===== config.mk =====
export PLATFORM = sky130hd
export DESIGN_NAME = barrel_issue
export DESIGN_NICKNAME = d
export VERILOG_FILES = /design/src/rtl/barrel_pkg.sv /design/src/rtl/barrel_rr_pick.sv /design/src/rtl/barrel_pc_bank.sv /design/src/rtl/barrel_tag_pipe.sv /design/src/rtl/barrel_issue.sv
export SDC_FILE = /design/constraint.sdc
export NUM_CORES = 1
export LEC_CHECK = 0
export BUFFER_PORTS_ARGS = -buffer_cell sky130_fd_sc_hd__buf_2
export CAP_MARGIN = 20
export CORE_MARGIN = 8
export CORE_UTILIZATION = 51
export DETAILED_ROUTE_END_ITERATION = 8
export PLACE_DENSITY = 0.7
export SYNTH_ARGS = -nofsm -noshare
export SYNTH_HDL_FRONTEND = slang
export SYNTH_SLANG_ARGS = --single-unit

===== constraint.sdc =====
create_clock -name clk -period 6.85 [get_ports clk]
set_input_delay 0.685 -clock clk [delete_from_list [all_inputs] [get_ports clk]]
set_output_delay 0.685 -clock clk [all_outputs]
set_load 0.01 [all_outputs]

===== src/rtl/barrel_pkg.sv =====
package barrel_pkg;
  localparam int unsigned PC_STEP    = 4;
  localparam int unsigned BASE_SHIFT = 8;

  function automatic logic [31:0] base_pc(input int unsigned tid);
    return 32'(tid) << BASE_SHIFT;
  endfunction
endpackage


===== src/rtl/barrel_rr_pick.sv =====
module barrel_rr_pick #(
  parameter int unsigned N  = 8,
  parameter int unsigned TW = 3
) (
  input  logic [N-1:0]  elig,
  input  logic [TW-1:0] last,
  output logic          found,
  output logic [TW-1:0] sel
);
  always_comb begin
    found = 1'b0;
    sel   = last;
    for (int k = 1; k <= int'(N); k++) begin
      if (!found && elig[(int'(last) + k) % int'(N)]) begin
        found = 1'b1;
        sel   = TW'((int'(last) + k) % int'(N));
      end
    end
  end
endmodule


===== src/rtl/barrel_pc_bank.sv =====
module barrel_pc_bank
  import barrel_pkg::*;
#(
  parameter int unsigned N   = 8,
  parameter int unsigned TW  = 3,
  parameter int unsigned PCW = 32
) (
  input  logic              clk,
  input  logic              rst_n,
  input  logic              adv_en,
  input  logic [TW-1:0]     adv_tid,
  input  logic              ld_en,
  input  logic [TW-1:0]     ld_tid,
  input  logic [PCW-1:0]    ld_pc,
  output logic [N*PCW-1:0]  pc_flat
);
  for (genvar t = 0; t < int'(N); t++) begin : g_thr
    logic [PCW-1:0] pc_q;
    always_ff @(posedge clk) begin
      if (!rst_n)
        pc_q <= PCW'(base_pc(t));
      else if (ld_en && ld_tid == TW'(t))
        pc_q <= ld_pc;
      else if (adv_en && adv_tid == TW'(t))
        pc_q <= pc_q + PCW'(PC_STEP);
    end
    assign pc_flat[t*PCW +: PCW] = pc_q;
  end
endmodule


===== src/rtl/barrel_tag_pipe.sv =====
module barrel_tag_pipe #(
  parameter int unsigned S   = 4,
  parameter int unsigned TW  = 3,
  parameter int unsigned PCW = 32
) (
  input  logic             clk,
  input  logic             rst_n,
  input  logic             in_v,
  input  logic [TW-1:0]    in_tid,
  input  logic [PCW-1:0]   in_pc,
  output logic [S-1:0]     v,
  output logic [S*TW-1:0]  tid_flat,
  output logic [PCW-1:0]   head_pc
);
  logic [TW-1:0] tid_q [S];

  always_ff @(posedge clk) begin
    if (!rst_n) begin
      v       <= '0;
      head_pc <= '0;
    end else begin
      v       <= {v[S-2:0], in_v};
      head_pc <= in_pc;
    end
  end

  for (genvar k = 0; k < int'(S); k++) begin : g_stg
    if (k == 0) begin : g_head
      always_ff @(posedge clk) begin
        if (!rst_n) tid_q[0] <= '0;
        else        tid_q[0] <= in_tid;
      end
    end else begin : g_body
      always_ff @(posedge clk) begin
        if (!rst_n) tid_q[k] <= '0;
        else        tid_q[k] <= tid_q[k-1];
      end
    end
    assign tid_flat[k*TW +: TW] = tid_q[k];
  end
endmodule


===== src/rtl/barrel_issue.sv =====
module barrel_issue #(
  parameter int unsigned NTHREAD = 8,
  parameter int unsigned NSTAGE  = 4,
  parameter int unsigned PCW     = 32,
  localparam int unsigned TW     = $clog2(NTHREAD)
) (
  input  logic                 clk,
  input  logic                 rst_n,
  input  logic                 mask_wr,
  input  logic [NTHREAD-1:0]   mask_data,
  input  logic                 redir_valid,
  input  logic [TW-1:0]        redir_tid,
  input  logic [PCW-1:0]       redir_pc,
  output logic                 issue_valid,
  output logic [TW-1:0]        issue_tid,
  output logic [PCW-1:0]       issue_pc,
  output logic [NSTAGE-1:0]    stage_valid,
  output logic [NSTAGE*TW-1:0] stage_tid
);
  logic [NTHREAD-1:0]     act_q, infl_q, leave_oh, issue_oh, elig;
  logic [TW-1:0]          last_q, sel;
  logic                   found;
  logic [NTHREAD*PCW-1:0] pc_flat;
  logic [PCW-1:0]         sel_pc;

  // a thread in the final stage leaves on this edge and may be picked again
  always_comb begin
    leave_oh = '0;
    if (stage_valid[NSTAGE-1])
      leave_oh[stage_tid[(NSTAGE-1)*TW +: TW]] = 1'b1;
    issue_oh = '0;
    if (found) issue_oh[sel] = 1'b1;
  end

  assign elig   = act_q & ~(infl_q & ~leave_oh);
  assign sel_pc = pc_flat[sel*PCW +: PCW];

  barrel_rr_pick #(.N(NTHREAD), .TW(TW)) u_pick (
    .elig (elig),
    .last (last_q),
    .found(found),
    .sel  (sel)
  );

  barrel_pc_bank #(.N(NTHREAD), .TW(TW), .PCW(PCW)) u_pcs (
    .clk    (clk),
    .rst_n  (rst_n),
    .adv_en (found),
    .adv_tid(sel),
    .ld_en  (redir_valid),
    .ld_tid (redir_tid),
    .ld_pc  (redir_pc),
    .pc_flat(pc_flat)
  );

  barrel_tag_pipe #(.S(NSTAGE), .TW(TW), .PCW(PCW)) u_pipe (
    .clk     (clk),
    .rst_n   (rst_n),
    .in_v    (found),
    .in_tid  (sel),
    .in_pc   (sel_pc),
    .v       (stage_valid),
    .tid_flat(stage_tid),
    .head_pc (issue_pc)
  );

  always_ff @(posedge clk) begin
    if (!rst_n) begin
      act_q  <= '0;
      infl_q <= '0;
      last_q <= TW'(NTHREAD - 1);
    end else begin
      if (mask_wr) act_q <= mask_data;
      infl_q <= (infl_q & ~leave_oh) | issue_oh;
      if (found) last_q <= sel;
    end
  end

  assign issue_valid = stage_valid[0];
  assign issue_tid   = stage_tid[TW-1:0];
endmodule


==> results.md <==
* Antenna violations before repair at 5
* Setup repair bufs after CTS at 0
* Tmin final at between 5000 and 6000 ps
* Pre-antenna DRT Iters at 5
* Synth area leaders: dfxtp_1, a21oi_1, nand2_1
* #FFs+latches synth at roughly 320
* Fraction of registers with async set/reset at 0
* # rows at 70
* Most common cell in the netlist: nand2_1
* Fin nets at 2575
* VDD IR max at 0.798 mV
* Initial core utilization at 0.517
* Yosys top cell area share at 0.342
* Initial DRC count at 2611
* DP HPWL at 48.5 mm
* Vias per inst at ~6.5
* Htree depth at 2
* Post-route DRC at 0
* HP Class: in -> reg
* Endpoint class of the critical path: register
* Outcome: finished, final reports clean
* Cell taking the most area after synthesis: dfxtp_1
* Fmax achieved at 189 MHz
* Worst Path Max Fanout at 49
* Setup tns final at 0 ps
* Pin count of the biggest net entering global routing at 117
* Setup slack, reg-to-reg at 1550 ps
* Die area at 0.0435 sq mm
* Number of CTS-inserted buffers at 38
* MaxCap Viol Count at 0
* Routed WL at a little under 70 mm
* Mapped Area at 0.0189 sq mm
* Clock Root Buffer: clkbuf_16
* Clock sinks at 323
* Share of cells above drive strength 1 at 0.103
* Final setup viols at 0
* Period utilization at 0.774
* CTS tree: done
* Syn Nets at 2576
* Vias in the first global route at 17814
* Fillcell total at 3437
* Leakage at 7.05 nW
* Worst EP arrival at 5720 ps
* Port bufs at 98
* Post-cts resize count at 0
* Register area share after synthesis at 0.342
* Die X at about 210 microns
* Slew Viols, Final at 0
* Syn. warnings at 0
* GRT overflow at 0
* I/O Pins at 99
* Main synth FF type: dfxtp_1
* GRT Overall Usage at 0.304
* First-pass GRT wire length at around 110 mm
* Final Skew at 10.6 ps
* Final hold vios at 0
* Clock buffer depth at 3
* Synth Area per Inst at 7.51 sq um
* Worst-Skew Late Latency at between 500 and 600 ps
* Area delta synth->final at 11.1%
* WP data required at 7270 ps
* Cts hold-fix bufs at 0
* Die Y at 209 microns
* Antenna-violating nets left at 0
* Final GP Congestion at 0.943
* Startpoint Class: register
* Core Util, Final at 0.574
* Avg WL per Cell at 22.8 microns
* Worst slew margin at 0.271
* Area of the core at 0.0366 sq mm
* Post-synth cell types at between 70 and 80
* Number of flops mapped to enable cells by yosys at 0
* Top cells by count, synth: nand2_1, dfxtp_1, a21oi_1
* Worst-margin pin slew at 1090 ps
* Clock Pin Slew Worst Setup and Hold Paths at approximately 60 ps
* Power Density at 416 mW/mm^2
* Gate Count Post-Synth at 2519
* RSZ-0062 raised after global routing: no
* WS Path Type: reg -> reg
* Vias at 19482
* Total power at 8.75 mW
-- per-layer routing --
| metal | up-vias | wire, microns | track usage |
|---|---|---|---|
| met2 | 1053 | 28800 | 0.445 |
| met1 | 9176 | 29400 | 0.429 |
| li1 | 9097 | - | - |
| met5 | - | 13 | 0 |
| met3 | 154 | 8120 | 0.0760 |
| met4 | 2 | 2440 | 0.104 |
-- area by class of cell --
class / count / area, sq um / share of cell area
Sequential cell: 323 / 6470 / 0.308
Timing Repair Buffer: 151 / 955 / 0.0454
Tap cell: 468 / 586 / 0.0279
Inverter: 40 / 150 / 0.00714
Clock inverter: 10 / 106 / 0.00506
Antenna cell: 1 / 2.50 / 0.000119
Clock buffer: 55 / 1120 / 0.0531
Multi-Input combinational cell: 1964 / 11600 / 0.554
-- logic make-up after synthesis --
family / Yosys count / synth area share
simple gates: 987 / 0.262
compound gates: 727 / 0.216
flops: 323 / 0.342
buf+inv: 232 / 0.0475
xor+xnor: 177 / 0.0819
mux: 63 / 0.0442
fa+ha+maj: 10 / 0.00661
-- cell usage in the layout (no fill, tap or decap), types with 42 or more instances in the layout --
cell type / n
nor3_1: 66
buf_4: 47
and3_1: 56
nor2_1: 83
a21oi_1: 322
buf_2: 98
dfxtp_1: 323
nand3_1: 102
o21ai_0: 251
mux2i_1: 42
xnor2_1: 110
nand4_1: 62
xor2_1: 67
or4_1: 47
a31oi_1: 43
nand2_1: 392
-- sequential cells by signal, indices dropped and copies added (netlist names) --
| signal | flops |
|---|---|
| u_pcs.g_thr.pc_q | 256 |
| u_pipe.head_pc | 32 |
| last_q | 3 |
| u_pipe.v | 4 |
| infl_q | 8 |
| act_q | 8 |
| u_pipe.tid_q | 12 |
-- stage by stage --
step                      setup WS [ps]  hold WS [ps]  cells  area [sq um]
after floorplan                    1740           437   2519         18900
after global placement             1810           434   2942         19700
after detailed placement           1690           438   2943         19700
after CTS                          1650           356   3008         21000
after global routing               1270           387   3012         21000
final                              1550           371   3012         21000
-- report_power, final --
part	switching [mW]	internal, mW	total (mW)
clock	0.830	1.20	2.03
combinational	3.35	1.11	4.45
sequential	0.190	2.07	2.26
-- path summary, 6_finish.rpt --
kind | to | cells past startpoint | startpoint
worst max-delay path | u_pipe.head_pc[22]$_SDFF_PN0_ | 13 | u_pipe.v[3]$_SDFF_PN0_
worst min-delay path | act_q[3]$_SDFFE_PN0P_ | 3 | mask_data[3]
worst max register to register | u_pipe.head_pc[22]$_SDFF_PN0_ | 13 | u_pipe.v[3]$_SDFF_PN0_
worst min register to register | u_pipe.tid_q[1][0]$_SDFF_PN0_ | 1 | u_pipe.tid_q[0][3]$_SDFF_PN0_
-- critical path, cell delays in order (launching register included) --
cell,delay [ps]
dfxtp_1,520
nor4bb_1,510
o21ai_0,330
mux4_2,530
nor3b_1,160
a31oi_1,400
mux2i_1,180
o22ai_1,680
nand2_4,340
buf_4,380
buf_4,350
nand2_1,130
a21oi_1,70
or4_1,540
(Power assumes the default switching activity.)
